### src/rtl/addr_xlate_pkg.sv
package addr_xlate_pkg;
  localparam int VA_W    = 32;
  localparam int PA_W    = 29;
  localparam int SEL_W   = 3;
  localparam int N_WORDS = 4; // data base, data size, prog base, prog size

  typedef enum logic [1:0] {
    ACC_FETCH = 2'd0,
    ACC_READ  = 2'd1,
    ACC_WRITE = 2'd2,
    ACC_CFG   = 2'd3
  } acc_e;

  typedef enum logic [1:0] {
    EXC_NONE  = 2'd0,
    EXC_UNMAP = 2'd1,
    EXC_FENCE = 2'd2,
    EXC_PRIV  = 2'd3
  } cause_e;

  typedef struct packed {
    logic [PA_W-1:0] paddr;
    logic            cached;
    cause_e          cause;
  } xlate_t;
endpackage

### src/rtl/axu_cfg_regs.sv
module axu_cfg_regs
  import addr_xlate_pkg::*;
(
  input  logic            clk_i,
  input  logic            rst_ni,
  input  logic            we_i,
  input  logic [SEL_W-1:0] sel_i,
  input  logic [PA_W-1:0] wdata_i,
  output logic            user_en_o,
  output logic [PA_W-1:0] dat_base_o,
  output logic [PA_W-1:0] dat_size_o,
  output logic [PA_W-1:0] prg_base_o,
  output logic [PA_W-1:0] prg_size_o
);
  logic [PA_W-1:0] word_q [N_WORDS];
  logic            uen_q;

  always_ff @(posedge clk_i or negedge rst_ni) begin
    if (!rst_ni) begin
      uen_q <= 1'b0;
      for (int i = 0; i < N_WORDS; i++) word_q[i] <= '0;
    end else if (we_i) begin
      if (sel_i == '0) uen_q <= wdata_i[0];
      for (int i = 0; i < N_WORDS; i++)
        if (sel_i == SEL_W'(i + 1)) word_q[i] <= wdata_i;
    end
  end

  assign user_en_o  = uen_q;
  assign dat_base_o = word_q[0];
  assign dat_size_o = word_q[1];
  assign prg_base_o = word_q[2];
  assign prg_size_o = word_q[3];
endmodule

### src/rtl/axu_kseg_decode.sv
module axu_kseg_decode
  import addr_xlate_pkg::*;
(
  input  logic [1:0]      seg_i,    // vaddr[30:29] within kernel half
  input  logic [PA_W-1:0] low_i,
  output logic            mapped_o,
  output logic            cached_o,
  output logic [PA_W-1:0] paddr_o
);
  always_comb begin
    mapped_o = 1'b0;
    cached_o = 1'b0;
    paddr_o  = '0;
    unique case (seg_i)
      2'b00: begin mapped_o = 1'b1; cached_o = 1'b1; paddr_o = low_i; end
      2'b01: begin mapped_o = 1'b1; cached_o = 1'b0; paddr_o = low_i; end
      default: ; // reserved / absent windows
    endcase
  end
endmodule

### src/rtl/axu_user_fence.sv
module axu_user_fence
  import addr_xlate_pkg::*;
#(
  parameter logic [PA_W-1:0] PROT_BASE = 29'h1F80_0000
) (
  input  logic [VA_W-2:0] off_i,
  input  logic [PA_W-1:0] base_i,
  input  logic [PA_W-1:0] size_i,
  output logic            fault_o,
  output logic [PA_W-1:0] paddr_o
);
  localparam int OFF_W = VA_W - 1;

  logic            in_part;
  logic [PA_W:0]   sum;

  assign in_part = off_i < OFF_W'(size_i);
  assign sum     = {1'b0, base_i} + {1'b0, off_i[PA_W-1:0]};
  assign fault_o = !in_part || sum[PA_W] || (sum[PA_W-1:0] >= PROT_BASE);
  assign paddr_o = sum[PA_W-1:0];
endmodule

### src/rtl/addr_xlate_unit.sv
module addr_xlate_unit
  import addr_xlate_pkg::*;
#(
  parameter logic [28:0] PROT_BASE = 29'h1F80_0000
) (
  input  logic        clk_i,
  input  logic        rst_ni,
  input  logic        req_valid_i,
  output logic        req_ready_o,
  input  logic [31:0] req_vaddr_i,
  input  logic [1:0]  req_kind_i,
  input  logic        req_user_i,
  input  logic [28:0] req_wdata_i,
  output logic        rsp_valid_o,
  input  logic        rsp_ready_i,
  output logic [28:0] rsp_paddr_o,
  output logic        rsp_cached_o,
  output logic        rsp_exc_o,
  output logic [1:0]  rsp_cause_o
);
  acc_e            kind;
  logic            fire, cfg_we;
  logic            user_en;
  logic [PA_W-1:0] dat_base, dat_size, prg_base, prg_size;
  logic            k_mapped, k_cached;
  logic [PA_W-1:0] k_paddr, u_paddr, sel_base, sel_size;
  logic            u_fault;
  xlate_t          res, rsp_q;
  logic            rsp_valid_q;

  assign kind        = acc_e'(req_kind_i);
  assign req_ready_o = !rsp_valid_q || rsp_ready_i;
  assign fire        = req_valid_i && req_ready_o;
  assign cfg_we      = fire && (kind == ACC_CFG) && !req_user_i;

  axu_cfg_regs u_cfg (
    .clk_i      (clk_i),
    .rst_ni     (rst_ni),
    .we_i       (cfg_we),
    .sel_i      (req_vaddr_i[SEL_W-1:0]),
    .wdata_i    (req_wdata_i),
    .user_en_o  (user_en),
    .dat_base_o (dat_base),
    .dat_size_o (dat_size),
    .prg_base_o (prg_base),
    .prg_size_o (prg_size)
  );

  axu_kseg_decode u_kseg (
    .seg_i    (req_vaddr_i[VA_W-2:VA_W-3]),
    .low_i    (req_vaddr_i[PA_W-1:0]),
    .mapped_o (k_mapped),
    .cached_o (k_cached),
    .paddr_o  (k_paddr)
  );

  // fetch walks the program partition, loads/stores the data partition
  assign sel_base = (kind == ACC_FETCH) ? prg_base : dat_base;
  assign sel_size = (kind == ACC_FETCH) ? prg_size : dat_size;

  axu_user_fence #(.PROT_BASE(PROT_BASE)) u_fence (
    .off_i   (req_vaddr_i[VA_W-2:0]),
    .base_i  (sel_base),
    .size_i  (sel_size),
    .fault_o (u_fault),
    .paddr_o (u_paddr)
  );

  always_comb begin
    res = '0;
    if (kind == ACC_CFG) begin
      if (req_user_i) res.cause = EXC_PRIV;
    end else if (req_vaddr_i[VA_W-1]) begin
      if (req_user_i)     res.cause = EXC_PRIV;
      else if (!k_mapped) res.cause = EXC_UNMAP;
      else begin
        res.paddr  = k_paddr;
        res.cached = k_cached;
      end
    end else begin
      if (!user_en)     res.cause = EXC_UNMAP;
      else if (u_fault) res.cause = EXC_FENCE;
      else begin
        res.paddr  = u_paddr;
        res.cached = 1'b1;
      end
    end
  end

  always_ff @(posedge clk_i or negedge rst_ni) begin
    if (!rst_ni) begin
      rsp_valid_q <= 1'b0;
      rsp_q       <= '0;
    end else begin
      if (fire) begin
        rsp_valid_q <= 1'b1;
        rsp_q       <= res;
      end else if (rsp_ready_i) begin
        rsp_valid_q <= 1'b0;
      end
    end
  end

  assign rsp_valid_o  = rsp_valid_q;
  assign rsp_paddr_o  = rsp_q.paddr;
  assign rsp_cached_o = rsp_q.cached;
  assign rsp_cause_o  = rsp_q.cause;
  assign rsp_exc_o    = rsp_q.cause != EXC_NONE;
endmodule

### config.mk
export PLATFORM = sky130hd
export DESIGN_NAME = addr_xlate_unit
export DESIGN_NICKNAME = d
export VERILOG_FILES = /design/src/rtl/addr_xlate_pkg.sv /design/src/rtl/axu_cfg_regs.sv /design/src/rtl/axu_kseg_decode.sv /design/src/rtl/axu_user_fence.sv /design/src/rtl/addr_xlate_unit.sv
export SDC_FILE = /design/constraint.sdc
export NUM_CORES = 1
export LEC_CHECK = 0
export BUFFER_PORTS_ARGS = -buffer_cell sky130_fd_sc_hd__buf_2
export CORE_MARGIN = 3
export CORE_UTILIZATION = 56
export CTS_CLUSTER_SIZE = 24
export DETAILED_ROUTE_END_ITERATION = 10
export GPL_ROUTABILITY_DRIVEN = 0
export HOLD_SLACK_MARGIN = 0.02
export PLACE_DENSITY = 0.74
export SYNTH_ARGS = -nofsm -noshare
export SYNTH_HDL_FRONTEND = slang
export SYNTH_SLANG_ARGS = --single-unit
### constraint.sdc
create_clock -name clk_i -period 4.3 [get_ports clk_i]
set_input_delay 0.86 -clock clk_i [delete_from_list [all_inputs] [get_ports clk_i]]
set_output_delay 0.86 -clock clk_i [all_outputs]
set_load 0.005 [all_outputs]
Yosys cells after proc, flatten, opt, wreduce, memory -nomap -nowiden --
Index checks and enable logic that the tools add are counted.
Storage, ports and cells: register bits 150, input port bits 68, output and inout bits 35, logic and storage cells 57
Operators by class: add/subtract/negate cells 1, $lt $le $gt $ge 2, eq/ne operators 6, multiplexer cells 19, reductions and logical operators 20
Operators by type and width (count):
- 30-bit 2-to-1 mux | 5
- 29-bit 2-to-1 mux | 3
- 32-bit 2-to-1 mux | 1
- 31-bit by 29-bit < comparator with 1-bit output | 1
- 29-bit by 29-bit adder with 30-bit output | 1
- 29-bit >= comparator, second input constant | 1
- 2-bit 2-to-1 mux | 5
- 2-bit AND reduction | 5
- 3-bit by 2-bit == test with 1-bit output, second input constant | 2
- 1-bit 2-to-1 mux | 5
- 2-bit zero test | 2
- 2-bit nonzero test | 2
- 3-bit by 1-bit == test with 1-bit output, second input constant | 1
- 3-bit == test, second input constant | 1
- 1-bit logical AND | 3
- 1-bit zero test | 3
- 3-bit zero test | 1
- 1-bit logical OR | 3
- 2-bit by 1-bit == test with 1-bit output, second input constant | 1
- 2-bit == test, second input constant | 1
- 2-bit OR reduction | 1

Logic depth before layout (Yosys ltp) --
Gate-level depths: netlist of run 1.
depth after elaboration 10, mapped depth 16, mapped depth without buffers 14

By module --
A second synthesis of run 1 with hierarchy kept.
Unflattened totals: cells, all modules 858, area, all modules 9471.6 um^2
Modules (own cells, without submodules):
- axu_cfg_regs | times used 1, cells an instance 251, area each 4516.8 um^2, seq. area each 2927.8 um^2
- addr_xlate_unit | times used 1, cells an instance 255, area each 2446.1 um^2, seq. area each 825.8 um^2
- axu_user_fence | times used 1, cells an instance 318, area each 2285.9 um^2, seq. area each 0.0 um^2
- axu_kseg_decode | times used 1, cells an instance 34, area each 222.7 um^2, seq. area each 0.0 um^2

Worst setup path after synthesis of run 1 --
Ideal clock, no wire load.
path kind input to register, from input port req_kind_i[1], to register rsp_q (netlist bit rsp_paddr_o[11]), setup time 120 ps, arrival time 4309 ps, data required time 4180 ps, setup slack -129 ps, cell stages on the path 15, buffers on the path 4, cells stage by stage nor2_1 clkbuf_1 buf_1 mux2_2 ha_1 buf_2 and3_1 a31oi_1 o31ai_4 a211oi_2 xnor2_1 a41oi_4 a22oi_4 buf_12 o21ai_2
On the way: longest elaborated chain between the ends 10, elaborated cells on any way between the ends 14, those cells by class add/sub (1); order compare (2); eq/ne (1); mux (6); reduce/logical (4)
RTL lines:
- start, declared | line addr_xlate_unit.sv:11 | input logic [1:0] req_kind_i,
- parallel branches: the longest is 9 deep, another holds 29-bit by 29-bit adder with 30-bit output
- 30-bit 2-to-1 mux * | line addr_xlate_unit.sv:71 | if (kind == ACC_CFG) begin
- end signal, assigned | line addr_xlate_unit.sv:97 | rsp_q <= res;
- end, declared | line addr_xlate_unit.sv:28 | xlate_t res, rsp_q;
Mark *: on every way between the ends. A chain may end at the register's enable or synchronous reset.

Worst setup path after layout of run 1 --
from input port req_kind_i[0], to register rsp_q (netlist bit rsp_paddr_o[7])
Same word-level chain as after synthesis.

==> impl_metrics.tcl, run 1 <==
set metrics [dict create \
    power_w 0.004401 \
    slowest_stage "mux2_2" \
    cp_cell_sequence "buf_2, nor2_4, buf_12, mux2_2, ha_1, a21oi_1, o21ai_0, a22oi_1, nand3_1, a211oi_1, buf_4, nor4_4, a41oi_4, nand2_4, buf_4, o21ai_2" \
    ys_ff_latch 150 \
    path_class "primary input to register" \
    seq_area_frac_synth_pct 41.40 \
    start_kind "primary input" \
    avgSynthCellArea_sq_um 11.49 \
    design.portCount 103 \
    die_area_sq_mm 0.01775 \
    slew-limit-headroom_pct 36.13 \
    outcome "completed" \
    cts_hold_buf 0 \
    end_kind "register" \
    yosysUniqueCellTypes 74 \
    drtAntennaViolNets 0 \
    core_sq_mm 0.01554 \
    ys.flop_type "dfrtp_1" \
    async_flop_share_pct 100.0 \
    grt_pass1_vias 7531 \
    viasPerCell 6.125 \
    start_util_pct 58.34 \
    htree_num_levels 4 \
    cts_tree "yes" \
    die_h_um 133.2 \
    clock-sinks 150 \
    fin_util_pct 69.15 \
    synth_cells 789 \
    grt_first_pass_wirelength_um 38940 \
    cts_resized 0 \
    dp.final_hpwl_um 17340 \
    fmax_mhz 251.1 \
    wire_per_inst_um 20.32 \
    seqPwrFrac_pct 36.9 \
    power_switching_w 0.001190 \
    finClkSkew_ns 0.008966 \
    ir_worst_vdd_v 0.0002826 \
    p_int_w 0.003211 \
    yosys-top-cells-area "dfrtp_1 41%, mux2_2 18%, ha_1 8.0%" \
    nNetsFinal 1043 \
    yosys.area.top_type "dfrtp_1" \
    leakage_nw 5.280 \
    grt_util_all_layers_pct 27.26 \
    max_cap_violations 0 \
    post-cts-setup-buffer-count 0 \
    overflow 0 \
    rows 45 \
    yosys_warnings 0 \
    cts-root-buf "clkbuf_16" \
    setup_viol 0 \
    clk_pin_slew_ns 0.06 \
    syn_nets 916 \
    grt_setup_unrepaired "no" \
    p_clk_share_pct 41.0 \
    fillers 1187 \
    wl_um 23160 \
    slew_viol_final 0 \
    syn_area_sq_mm 0.009066 \
    numPortBuffers 102 \
    worst-path-max-fanout 29 \
    synthMostInstantiatedCell "dfrtp_1" \
    hold_path.class "register to register" \
    p_per_area_mw_per_mm2 409.5 \
    max_stage_delay_ns 0.38 \
    combinationalPowerShare_pct 22.1 \
    synthTopCellsByCount "150 x dfrtp_1, 147 x mux2_2, 58 x ha_1" \
    cpMostUsedCell "buf_4" \
    synth_edf_count 0 \
    fin_crit_ns 3.983 \
    drcViolationCount 0 \
    grt_max_degree 106 \
    tns_ns 0 \
    swShare_pct 27.04 \
    antenna_cells 0 \
    firstDrtPassIters 5 \
    finalCritPeriodShare_pct 92.62 \
    hold_viol 0 \
    clkLatencyLatePin_ns 0.43 \
    clockBufferDepth 2 \
    cp.required_ns 4.65 \
    syn_to_final_growth_pct 18.53 \
    vias 6983 \
    fp.dieW_um 133.2 \
    antenna_found_initial 0 \
    worst_pin_slew_ns 0.9580 \
    drive_above_1_share_pct 40.26 \
    cp.arrival_ns 4.33 \
    numCtsBuffers 17 \
    drt_iter0_drc 401 \
    synth_top_area_share_pct 41.40 \
]
[critical path, delay by kind of cell]
| family | cells | cell delay (ns) |
|---|---|---|
| AOI/OAI and AO/OA | 6 | 1.35 |
| adders and majority gates | 1 | 0.36 |
| buffers and inverters | 4 | 0.77 |
| muxes | 1 | 0.38 |
| and+or+nand+nor | 4 | 0.58 |
[metrics by stage]
stage	cell area (sq um)	worst slack, ns	hold slack (ns)	cells
CTS	10750	0.3896	0.4825	1140
global route	10750	0.1302	0.5145	1140
floorplan	9067	0.05529	0.4702	789
global placement	10030	0.05252	0.4813	1108
detailed placement	10030	-0.03062	0.4691	1108
finish	10750	0.3175	0.4794	1140
[cells by family (layout without fill, tap and decap cells)]
family                     count (synthesis)  count (layout)  synth area share, %
xor gates and xnor gates                  22              22                2.125
adders and majority gates                 59              59                8.225
DFF                                      150             150                41.40
muxes                                    175             175                21.35
and+or+nand+nor                          146             146                8.695
buffers and inverters                     46             186                2.443
AOI/OAI and AO/OA                        191             191                15.76
[layout make-up]
| type | count | area (sq um) | area share, % |
|---|---|---|---|
| Clock buffer | 19 | 442.9 | 4.122 |
| Clock inverter | 13 | 275.3 | 2.561 |
| Inverter | 10 | 37.54 | 0.3493 |
| Multi-Input combinational cell | 593 | 5104 | 47.49 |
| Sequential cell | 150 | 3754 | 34.93 |
| Tap cell | 211 | 264.0 | 2.457 |
| Timing Repair Buffer | 144 | 869.6 | 8.092 |
[final timing paths]
path / from / cells after the start / slack [ns] / endpoint
max: req_kind_i[0] / 16 / 0.32 / rsp_paddr_o[7]
min: rsp_paddr_o[16] / 2 / 0.48 / rsp_paddr_o[16]
max reg2reg: u_cfg.prg_base_o[0] / 14 / 0.97 / rsp_paddr_o[1]
min reg2reg: rsp_paddr_o[16] / 2 / 0.48 / rsp_paddr_o[16]
max in group asynchronous: rst_ni / 2 / 2.78 / rsp_paddr_o[3]
min in group asynchronous: rst_ni / 1 / 0.56 / u_cfg.dat_base_o[14]
[power groups by stage]
stage          clock network [W]  registers [W]  logic, W
6_report                 0.00181        0.00163  0.000971
3_5_place_dp                   0        0.00165  0.000961
2_1_floorplan                  0        0.00162  0.000661
4_1_cts                  0.00183        0.00162  0.000969
3_3_place_gp                   0        0.00164  0.000924
5_1_grt                  0.00189        0.00164   0.00108
[registers in the layout (all words and copies together) (netlist names)]
name and count:
rsp_cached_o 1, rsp_cause_o 2, rsp_paddr_o 29, rsp_valid_o 1, u_cfg.dat_base_o 29, u_cfg.dat_size_o 29
u_cfg.prg_base_o 29, u_cfg.prg_size_o 29, u_cfg.user_en_o 1
[cell usage in the layout (no fill, tap or decap), types with 3 or more instances in the layout]
| master | count |
|---|---|
| a21o_1 | 14 |
| o31ai_1 | 3 |
| a21oi_1 | 40 |
| nand2_1 | 45 |
| clkbuf_16 | 17 |
| o211ai_1 | 11 |
| a31oi_1 | 6 |
| and2_1 | 5 |
| o21a_1 | 4 |
| nor3b_1 | 3 |
| nand2b_1 | 9 |
| inv_1 | 10 |
| mux2i_1 | 28 |
| xnor2_1 | 13 |
| bufinv_16 | 8 |
| mux2_2 | 147 |
| o21ai_1 | 12 |
| nand3_1 | 16 |
| buf_12 | 3 |
| buf_2 | 101 |
| xor2_1 | 9 |
| ha_1 | 58 |
| a22oi_1 | 34 |
| o21ai_0 | 11 |
| a211oi_1 | 5 |
| o21ai_2 | 21 |
| nor2_1 | 21 |
| nand4_1 | 8 |
| a21oi_2 | 6 |
| dfrtp_1 | 150 |
| nor3_1 | 12 |
| buf_4 | 39 |
| and3_1 | 3 |
[metal layers]
| metal | global-route usage [%] | share of wire (%) |
|---|---|---|
| met1 | 36.18 | 44 |
| met5 | 0 | 0 |
| met4 | 9.143 | 2.1 |
| met2 | 45.37 | 49 |
| met3 | 4.985 | 5.1 |
(Power assumes the default switching activity.)
==> inputs of run 2 (changes only) <==
clock period = 3.89 ns   (was 4.3 ns; I/O delays follow)
==> run 2 against run 1 <==
  * Count of clock-buffer cells in the layout up 3
  * Design area up 2.9%
  * Global-route usage down 0.35 points
  * Critical path depth down 1
  * Sequential cell count unchanged
  * Sequential power up 9.8%
  * Combinational power up 24%
  * Hold slack worse by 0.12 ns
  * First-iteration DRC count up 42%
  * Register-to-register slack worse by 0.27 ns
  * Worst setup slack worse by 0.16 ns
  * Die area unchanged
  * Largest cell class unchanged
  * Highest routed layer unchanged
==> impl_metrics.tcl, run 2 (same netlist as run 1, synthesis figures left out) <==
set metrics [dict create \
    outcome "completed" \
    cpMostUsedCell "nand2_1" \
    path_class "primary input to register" \
    slew-limit-headroom_pct 27.96 \
    cts_hold_buf 0 \
    grt_pass1_vias 7541 \
    numPortBuffers 102 \
    grt_setup_unrepaired "no" \
    design.portCount 103 \
    drt_iter0_drc 571 \
    clock-sinks 150 \
    cp.arrival_ns 4.08 \
    start_kind "primary input" \
    drtAntennaViolNets 0 \
    overflow 0 \
    wire_per_inst_um 19.93 \
    syn_to_final_growth_pct 21.96 \
    grt_util_all_layers_pct 26.90 \
    cts-root-buf "clkbuf_16" \
    start_util_pct 58.34 \
    cts_resized 0 \
    core_sq_mm 0.01554 \
    clockBufferDepth 2 \
    finClkSkew_ns 0.007159 \
    leakage_nw 5.487 \
    slowest_stage "nor3_1" \
    hold_path.class "primary input to async pin" \
    hold_viol 0 \
    rrSetupSlack_ns 0.70 \
    rows 45 \
    critPathBufInv 3 \
    timing.rr.start "u_cfg.dat_base_o[22]" \
    slew_viol_final 0 \
    worst-path-max-fanout 17 \
    die_area_sq_mm 0.01775 \
    r2r_end "rsp_paddr_o[19]" \
    end_kind "register" \
    wl_um 23730 \
    antenna_cells 0 \
    setup_viol 0 \
    cpLargestDelayFamily "simple AND/OR/NAND/NOR gates" \
    placedCellCount 1160 \
    grt_first_pass_wirelength_um 38260 \
    max_stage_delay_ns 0.43 \
    mostFrequentLayoutCells "150 x dfrtp_1, 147 x mux2_2, 101 x buf_2" \
    power_w 0.004671 \
    post-cts-setup-buffer-count 0 \
    mostFrequentLayoutCell "dfrtp_1" \
    cp_cell_sequence "buf_2, nor2_4, buf_12, mux2_2, ha_1, a21oi_4, nand2_1, o221ai_1, nand3_1, nor3_1, nor3_4, a41oi_4, buf_4, nand2_1, o21ai_1" \
    final_cells 1191 \
    rr_worst_depth 12 \
    htree_num_levels 4 \
    drcViolationCount 0 \
    grt_max_degree 77 \
    finalCritPeriodShare_pct 95.90 \
    max_cap_violations 0 \
    nNetsFinal 1095 \
    ir_worst_vdd_v 0.0003083 \
    fp.dieW_um 133.2 \
    firstDrtPassIters 6 \
    numCtsBuffers 17 \
    fmax_mhz 268.1 \
    worst_pin_slew_ns 1.080 \
    die_h_um 133.2 \
    viasPerCell 6.089 \
    cp.required_ns 4.24 \
    clkLatencyLatePin_ns 0.43 \
    vias 7252 \
    holdWs_ns 0.3627 \
    antenna_found_initial 0 \
    clk_pin_slew_ns 0.06 \
    drive_above_1_share_pct 43.88 \
    cts_tree "yes" \
    fin_crit_ns 3.730 \
    p_per_area_mw_per_mm2 422.5 \
    dp.final_hpwl_um 17490 \
]
==> run 2: metrics by stage <==
step / area [sq um] / util, % / setup WS (ns) / setup TNS [ns]
floorplan: 9090 / - / 0.002663 / 0
global placement: 10450 / 67.21 / -0.1376 / -2.916
detailed placement: 10450 / 67.21 / -0.2108 / -5.303
CTS: 11040 / 71.01 / 0.2117 / 0
global route: 11060 / 71.15 / 0.008389 / 0
finish: 11060 / 71.15 / 0.1597 / 0
==> run 2: per-layer routing <==
layer	wire length, um	global-route usage, %	up-vias
li1	-	-	3339
met1	10220	34.90	3599
met2	11600	45.91	264
met3	1379	5.589	50
met4	527	7.657	0
met5	0	0	-
==> run 2: final cells by class <==
cell class	instances	area (sq um)
Multi-Input combinational cell	593	5139
Fill cell	1136	4483
Sequential cell	150	3754
Timing Repair Buffer	196	1272
Clock buffer	22	464.2
Tap cell	211	264.0
Clock inverter	9	126.4
Inverter	10	37.54
==> run 2: report_power, final <==
part	internal [W]	switching (W)	total, W
sequential	0.00171	0.0000825	0.00179
combinational	0.000580	0.000619	0.00120
clock	0.00104	0.000641	0.00168
total	0.00333	0.00134	0.00467
==> run 2: worst max path at each step <==
stage / start / endpoint / slack (ns) / cells after the start
after CTS: req_kind_i[1] / rsp_paddr_o[21] / 0.21 / 18
after floorplan: req_kind_i[1] / rsp_paddr_o[21] / 0.003 / 16
after global routing: req_kind_i[1] / rsp_paddr_o[20] / 0.008 / 18
final: req_kind_i[1] / rsp_paddr_o[19] / 0.16 / 15
after detailed placement: req_kind_i[1] / rsp_paddr_o[21] / -0.21 / 18
after global placement: req_kind_i[1] / rsp_paddr_o[19] / -0.14 / 18
==> inputs of run 3 (changes only) <==
ABC_AREA = 1   (was default)
RECOVER_POWER = 50   (was default)
==> run 3 against run 2 <==
  * The run now ends with capacitance limit, slew limit left
  * Clock skew up 0.00085 ns
  * Critical path depth is 6 higher
  * Design area decreased by 3.6%
  * Clock power decreased by 11%
  * First-iteration DRC count grew 31%
  * Worst setup slack better by 0.36 ns
  * Sequential power up 2%
  * Final cell count increased by 30%
  * Critical path type unchanged
  * Critical endpoint is now rsp_paddr_o[0]
  * Largest cell class unchanged
  * Largest power group unchanged
==> impl_metrics.tcl, run 3 <==
set metrics [dict create \
    min_from "rsp_paddr_o[23]" \
    clk_pin_slew_ns 0.06 \
    finalCritPeriodShare_pct 86.75 \
    cp.required_ns 4.20 \
    grt_first_pass_wirelength_um 39570 \
    tns_ns 0 \
    core_sq_mm 0.01612 \
    ys_ff_latch 150 \
    start_kind "primary input" \
    timing.rr.start "u_cfg.dat_base_o[1]" \
    power_w 0.004421 \
    p_clk_share_pct 33.6 \
    yosysUniqueCellTypes 39 \
    fin_crit_ns 3.374 \
    synthMostInstantiatedCell "nand2_1" \
    synth_top_area_share_pct 40.25 \
    finClkSkew_ns 0.008005 \
    vias 8342 \
    drive_above_1_share_pct 17.68 \
    drtAntennaViolNets 0 \
    worst_pin_slew_ns 2.867 \
    max_cap_violations 1 \
    fmax_mhz 296.3 \
    grt_pass1_vias 7838 \
    slew_viol_final 118 \
    seq_area_sq_mm 0.003754 \
    numPortBuffers 102 \
    start_util_pct 57.87 \
    clock-sinks 150 \
    numCtsBuffers 17 \
    mostFrequentLayoutCells "386 x nand2_1, 150 x dfrtp_1, 144 x o21ai_0" \
    syn_nets 1344 \
    rrSetupSlack_ns 0.91 \
    viasPerCell 5.399 \
    fillers 1400 \
    path_class "primary input to register" \
    multi_input_area_sq_mm 0.004905 \
    hold_path.class "register to register" \
    whs_endpoint "rsp_paddr_o[23]" \
    synth_edf_count 0 \
    yosys_warnings 0 \
    nNetsFinal 1444 \
    violations "capacitance limit, slew limit" \
    wl_um 24150 \
    avgSynthCellArea_sq_um 7.663 \
    grt_max_degree 118 \
    syn_to_final_growth_pct 14.26 \
    yosys.area.top_type "dfrtp_1" \
    overflow 0 \
    die_area_sq_mm 0.01824 \
    p_int_w 0.002991 \
    cts_resized 0 \
    power_switching_w 0.001430 \
    cts-root-buf "clkbuf_16" \
    grt_setup_unrepaired "no" \
    drcViolationCount 0 \
    drt_iter0_drc 748 \
    ys.flop_type "dfrtp_1" \
    syn_area_sq_mm 0.009326 \
    cp.arrival_ns 3.68 \
    antenna_found_initial 0 \
    setup_viol 0 \
    wire_per_inst_um 15.63 \
    dp.final_hpwl_um 17570 \
    r2r_end "rsp_paddr_o[0]" \
    p_per_area_mw_per_mm2 414.9 \
    htree_num_levels 4 \
    grt_util_all_layers_pct 27.45 \
    synthTopCellsByCount "386 x nand2_1, 150 x dfrtp_1, 144 x o21ai_0" \
    rows 46 \
    fp.dieW_um 135.1 \
    clockBufferDepth 2 \
    firstDrtPassIters 5 \
    synth_cells 1217 \
    seqPwrFrac_pct 41.3 \
    outcome "finished with violations" \
    worst-path-max-fanout 29 \
    hold_viol 0 \
    slew-limit-headroom_pct -91.11 \
    seq_area_frac_synth_pct 40.25 \
    end_kind "register" \
    hold_depth 2 \
    startpoint "req_kind_i[1]" \
    mostFrequentLayoutCell "nand2_1" \
    clkLatencyLatePin_ns 0.43 \
    combinationalPowerShare_pct 25.1 \
    design.portCount 103 \
    async_flop_share_pct 100.0 \
    die_h_um 135.1 \
    cts_tree "yes" \
    cts_hold_buf 0 \
    rr_worst_depth 18 \
    swShare_pct 32.35 \
    post-cts-setup-buffer-count 0 \
    yosys-top-cells-area "dfrtp_1 40%, nand2_1 16%, ha_1 7.8%" \
    leakage_nw 5.691 \
    antenna_cells 0 \
    ir_worst_vdd_v 0.0003499 \
]
[run 3: cell types whose count changed after synthesis, sizes merged, moves of 11 or more]
cell    delta
a21o      -13
a21oi     +11
a22oi     -35
clkbuf    +14
inv      +119
mux2     -119
nand2    +350
nand3     +44
nor2      +46
o211ai    -11
o21ai    +100
[run 3: critical path, cell delays in order]
cell	delay (ns)
buf_2	0.13
nor2_4	0.15
buf_12	0.21
buf_12	0.16
mux2_2	0.34
ha_1	0.35
a21oi_1	0.23
nand2_1	0.11
nand2_1	0.08
nand2_1	0.04
a21oi_1	0.18
nand2_1	0.08
nand2_1	0.06
nand2_1	0.10
nor2_2	0.10
nand3_2	0.09
nand3_2	0.07
nand2_2	0.06
buf_12	0.22
nand3_1	0.08
nand2_1	0.05
[run 3: cells by family after synthesis]
family,share of synthesized area (%)
flip-flops,40.25
buffers and inverters,7.352
AO/OA/AOI/OAI,12.54
multiplexers,6.386
adder cells (fa/ha/maj),7.996
AND/OR/NAND/NOR,25.10
XOR/XNOR,0.3757
[run 3: power by group through the flow]
stage	sequential [W]	clock (W)	combinational (W)
floorplan	0.00183	0	0.000741
CTS	0.00182	0.00151	0.00110
global placement	0.00184	0	0.00107
finish	0.00183	0.00149	0.00111
global route	0.00184	0.00157	0.00126
detailed placement	0.00185	0	0.00109
[run 3: layout make-up]
| cell class | count | share of cell area, % |
|---|---|---|
| multi-input combinational | 892 | 46.03 |
| sequential | 150 | 35.22 |
| timing repair buffer | 127 | 6.763 |
| inverter | 129 | 4.544 |
| clock buffer | 21 | 4.227 |
| tap | 216 | 2.536 |
| clock inverter | 10 | 0.6810 |
[run 3: per-layer routing]
metal	vias to the layer above	routed length, um	part of all wire (%)	track usage, %
met5	-	0	0	0
met4	0	506	2.1	7.839
met3	34	1763	7.3	5.253
met2	298	10170	42	39.91
met1	3849	11710	48	41.96
li1	4161	-	-	-
[run 3: per-stage QoR]
step	util (%)	hold slack (ns)	worst slack [ns]	cells	area, sq um
finish	66.13	0.4715	0.5156	1545	10660
global route	66.13	0.4996	0.2812	1545	10660
CTS	66.26	0.4764	0.5476	1545	10680
detailed placement	63.01	0.4611	0.1051	1514	10150
global placement	63.01	0.4586	0.1414	1514	10150
floorplan	-	0.4476	0.3651	1217	9326
[run 3: worst max-delay path by stage]
stage	to	slack, ns	cells past startpoint
after global routing	rsp_paddr_o[0]	0.28	21
after CTS	rsp_paddr_o[4]	0.55	20
after detailed placement	rsp_paddr_o[4]	0.11	20
final	rsp_paddr_o[0]	0.52	21
after floorplan	rsp_paddr_o[13]	0.37	22
after global placement	rsp_paddr_o[20]	0.14	20
